`src/rtl/boardtest_pkg.sv`:
```
package boardtest_pkg;

  localparam int SEL_W = 4;

  localparam logic [SEL_W-1:0] CODE_FLOAT = 4'b0001;
  localparam logic [SEL_W-1:0] CODE_CHAIN = 4'b0010;
  localparam logic [SEL_W-1:0] CODE_HIGH  = 4'b0100;
  localparam logic [SEL_W-1:0] CODE_LOW   = 4'b1000;

  typedef enum logic [2:0] {
    MODE_NORMAL,
    MODE_FLOAT,
    MODE_CHAIN,
    MODE_HIGH,
    MODE_LOW,
    MODE_BADCODE
  } modeT;

  // strobes from control to the pad datapath
  typedef struct packed {
    logic passCore;   // normal operation, follow the core
    logic forceAll;   // every driver enabled with forceVal
    logic forceVal;   // level used when forceAll is set
    logic chainOn;    // chain result on the chain pad, rest quiet
  } padStrobeT;

endpackage

```
`src/rtl/boardtest_ctrl.sv`:
```
module boardtest_ctrl
  import boardtest_pkg::*;
(
  input  logic             testEnable,
  input  logic [SEL_W-1:0] sharedPinIn,
  output logic [SEL_W-1:0] sharedFuncIn,
  output padStrobeT        strobe
);

  modeT mode;

  always_comb begin
    if (!testEnable) begin
      mode = MODE_NORMAL;
    end else begin
      unique case (sharedPinIn)
        CODE_FLOAT: mode = MODE_FLOAT;
        CODE_CHAIN: mode = MODE_CHAIN;
        CODE_HIGH:  mode = MODE_HIGH;
        CODE_LOW:   mode = MODE_LOW;
        default:    mode = MODE_BADCODE;
      endcase
    end
  end

  always_comb begin
    strobe = '0;
    unique case (mode)
      MODE_NORMAL: strobe.passCore = 1'b1;
      MODE_CHAIN:  strobe.chainOn  = 1'b1;
      MODE_HIGH: begin
        strobe.forceAll = 1'b1;
        strobe.forceVal = 1'b1;
      end
      MODE_LOW:    strobe.forceAll = 1'b1;
      default:     strobe = '0;
    endcase
  end

  // the ordinary function of the shared pins sees nothing during test
  assign sharedFuncIn = testEnable ? '0 : sharedPinIn;

endmodule

```
`src/rtl/boardtest_datapath.sv`:
```
module boardtest_datapath
  import boardtest_pkg::*;
#(
  parameter int N_IN      = 16,
  parameter int N_OUT     = 12,
  parameter int CHAIN_PIN = 3
) (
  input  padStrobeT        strobe,
  input  logic [N_IN-1:0]  padIn,
  input  logic [N_OUT-1:0] coreOut,
  input  logic [N_OUT-1:0] coreOe,
  output logic [N_OUT-1:0] padOut,
  output logic [N_OUT-1:0] padOe
);

  localparam int LAST = N_IN - 1;

  logic [N_IN-1:0] link;
  logic            chainBit;

  // two-input NAND chain through every input pad
  generate
    for (genvar k = 0; k < N_IN; k++) begin : g_link
      if (k == 0) begin : g_head
        assign link[k] = ~(1'b1 & padIn[k]);
      end else begin : g_body
        assign link[k] = ~(link[k-1] & padIn[k]);
      end
    end
  endgenerate

  assign chainBit = link[LAST];

  generate
    for (genvar i = 0; i < N_OUT; i++) begin : g_pad
      if (i == CHAIN_PIN) begin : g_chainPad
        always_comb begin
          if (strobe.passCore) begin
            padOut[i] = coreOut[i];
            padOe[i]  = coreOe[i];
          end else if (strobe.forceAll) begin
            padOut[i] = strobe.forceVal;
            padOe[i]  = 1'b1;
          end else if (strobe.chainOn) begin
            padOut[i] = chainBit;
            padOe[i]  = 1'b1;
          end else begin
            padOut[i] = 1'b0;
            padOe[i]  = 1'b0;
          end
        end
      end else begin : g_plainPad
        always_comb begin
          if (strobe.passCore) begin
            padOut[i] = coreOut[i];
            padOe[i]  = coreOe[i];
          end else if (strobe.forceAll) begin
            padOut[i] = strobe.forceVal;
            padOe[i]  = 1'b1;
          end else begin
            padOut[i] = 1'b0;
            padOe[i]  = 1'b0;
          end
        end
      end
    end
  endgenerate

endmodule

```
`src/rtl/boardtest_pinmux.sv`:
```
module boardtest_pinmux
  import boardtest_pkg::*;
#(
  parameter int N_IN      = 16,
  parameter int N_OUT     = 12,
  parameter int CHAIN_PIN = 3
) (
  input  logic             testEnable,
  input  logic [3:0]       sharedPinIn,
  output logic [3:0]       sharedFuncIn,
  input  logic [N_IN-1:0]  padIn,
  input  logic [N_OUT-1:0] coreOut,
  input  logic [N_OUT-1:0] coreOe,
  output logic [N_OUT-1:0] padOut,
  output logic [N_OUT-1:0] padOe
);

  padStrobeT strobe;

  boardtest_ctrl u_ctrl (
    .testEnable  (testEnable),
    .sharedPinIn (sharedPinIn),
    .sharedFuncIn(sharedFuncIn),
    .strobe      (strobe)
  );

  boardtest_datapath #(
    .N_IN     (N_IN),
    .N_OUT    (N_OUT),
    .CHAIN_PIN(CHAIN_PIN)
  ) u_dp (
    .strobe (strobe),
    .padIn  (padIn),
    .coreOut(coreOut),
    .coreOe (coreOe),
    .padOut (padOut),
    .padOe  (padOe)
  );

endmodule

```
`config.mk`:
```
export PLATFORM = sky130hd
export DESIGN_NAME = boardtest_pinmux
export DESIGN_NICKNAME = d
export VERILOG_FILES = /design/src/rtl/boardtest_pkg.sv /design/src/rtl/boardtest_ctrl.sv /design/src/rtl/boardtest_datapath.sv /design/src/rtl/boardtest_pinmux.sv
export SDC_FILE = /design/constraint.sdc
export NUM_CORES = 1
export LEC_CHECK = 0
export ABC_AREA = 1
export BUFFER_PORTS_ARGS = -buffer_cell sky130_fd_sc_hd__buf_2
export CORE_MARGIN = 5
export CORE_UTILIZATION = 30
export DETAILED_ROUTE_END_ITERATION = 10
export GPL_TIMING_DRIVEN = 1
export PLACE_DENSITY = 0.95
export SLEW_MARGIN = 15
export SYNTH_ARGS = -nofsm -noshare
export SYNTH_HDL_FRONTEND = slang
export SYNTH_SLANG_ARGS = --single-unit
```
`constraint.sdc`:
```
create_clock -name vclk -period 3.25
set_input_delay 0.65 -clock vclk [all_inputs]
set_output_delay 0.65 -clock vclk [all_outputs]
set_load 0.05 [all_outputs]
```
==> results.cfg <==
[status]
outcome = completed

[global_route]
grt_max_degree = 25
grt-ovfl-total = 0
grt_pass1_vias = 703
grt_pass1_wl_um = 2550
antenna_found_initial = 0
grt_usage = 0.148

[worst_setup_path]
cp_data_required_time_ps = 2600
cp_slowest_cell = inv_2
worst_setup_path_start_kind = input pin
crit_buf_inv = 4
crit_chain = buf_2, nor2_1, inv_1, nor3_1, nor2_1, nand2_2, a21oi_2, inv_2, nand2_1, buf_2
path_class = in -> out
cp.arrival_ps = 2030
critPathMaxFanout = 12
worst_setup_path_end_kind = output port
cp_num_cells = 10
path_delay_family = simple AND/OR/NAND/NOR gates
cp_slowest_stage_delay_ps = 220

[synthesis]
yosys_warnings = 0
yosysUniqueCellTypes = 15
syn_inst = 92
netlist_top_cells_area = nand2_1 45%, nand2_2 17%, nor2_1 8.4%
netlist_area_sq_um = 404
synth_fp_nets = 137
yosysTopAreaCell = nand2_1
yosysMostFrequentCell = nand2_1
syn_area_per_cell_sq_um = 4.39
ys_seq_area_frac = 0
synthDominantCellAreaShare = 0.446
synthTopCellsByCount = 48 x nand2_1, 11 x nand2_2, 9 x nor2_1, 8 x inv_1, 3 x inv_2

[sta]
slew_violations = 0
post-route-period-util = 0.826
rsz0062_at_grt = false
fmax_mhz = 373
worstMarginPinSlew_ps = 357
slew_headroom = 0.761
setup_viol = 0
setup_tns_ps = 0
whs_ps = 1690
hold_viol_final = 0
period_minus_slack_ps = 2680

[clocking]
cts_resized = 0
ctsHoldBuffers = 0
cts_setup_buffers = 0

[worst_hold_path]
hold_start = sharedPinIn[1]
hold_path_end = sharedFuncIn[1]
hold_depth = 4
worstHoldPathType = in -> out

[detailed_routing]
wl_per_cell_um = 9.57
postRouteAntennaNets = 0
routed_wl_um = 1680
dr.pass1.iters = 4
route.vias.total = 756
avgViaCountPerCell = 4.32
drcViolationCount = 0
drt_iter0_markers = 5

[floorplanning]
dieArea_sq_um = 2180
die_w_um = 46.7
coreArea_sq_um = 1280
rows = 13
start_util = 0.315
die-height_um = 46.7
io_pins = 73

[cells_and_area]
clockBufferCount = 0
n_antenna_cell = 0
fin_nets = 207
area_growth_pct = 87.9
drive_gt1_frac = 0.556
seqCellArea_sq_um = 0
stdcell_count = 175
seq_cells = 0

[place]
portBuffers = 73
gp_congestion = 0.793
hpwlAfterDp_um = 1510
dp.cells = 175

[job]
max_cap_violations = 0

[power_and_ir_drop]
peakVddDrop_uv = 115
p_per_area_nw_per_um2 = 236
power_leakage_nw = 0.591
[cells by family after synthesis]
logic type	synth area share
and+or+nand+nor	0.762
buffers and inverters	0.173
AOI/OAI and AO/OA	0.0650
[per-stage QoR]
stage	worst slack, ps	power, mW	utilization	area, sq um
after floorplan	587	0.128	-	404
after global placement	634	0.177	0.591	759
after detailed placement	565	0.180	0.591	759
after CTS	565	0.181	0.591	759
after global routing	362	0.191	0.591	759
final	566	0.179	0.591	759
[cell type report]
cell class	count	area [sq um]
Multi-Input combinational cell	76	334
Timing Repair Buffer	73	365
Fill cell	138	526
Tap cell	15	18.8
Inverter	11	41.3
[report_power, final]
group	total [mW]	switching, mW	internal [mW]
Clock	0	0	0
Combinational	0.179	0.130	0.0496
Sequential	0	0	0
Total	0.179	0.130	0.0496
[cell usage in the layout, fill, tap and decap left out]
cell type,instances
nor3b_1,1
nor2_1,9
inv_1,8
inv_2,3
nor2_2,1
buf_2,73
nor3_1,1
a21oi_1,1
nand4_1,1
a21oi_2,1
nand2_2,11
a31oi_1,2
nand2_1,48
[metal layers]
metal / global-route usage / share of wire / up-vias
li1: - / - / 408
met1: 0.161 / 0.33 / 314
met2: 0.321 / 0.57 / 34
met3: 0.00781 / 0.10 / 0
met4: 0 / 0 / 0
met5: 0 / 0 / -
[how the worst max path moves through the flow]
stage                        start        end  slack (ps)
global placement    sharedPinIn[1]   padOe[0]         630
floorplan                 padIn[0]  padOut[3]         590
finish              sharedPinIn[1]   padOe[0]         570
global route        sharedPinIn[1]   padOe[0]         360
detailed placement  sharedPinIn[1]   padOe[0]         570
CTS                 sharedPinIn[1]   padOe[0]         560
Note: power is estimated with default switching activity, not from simulation.
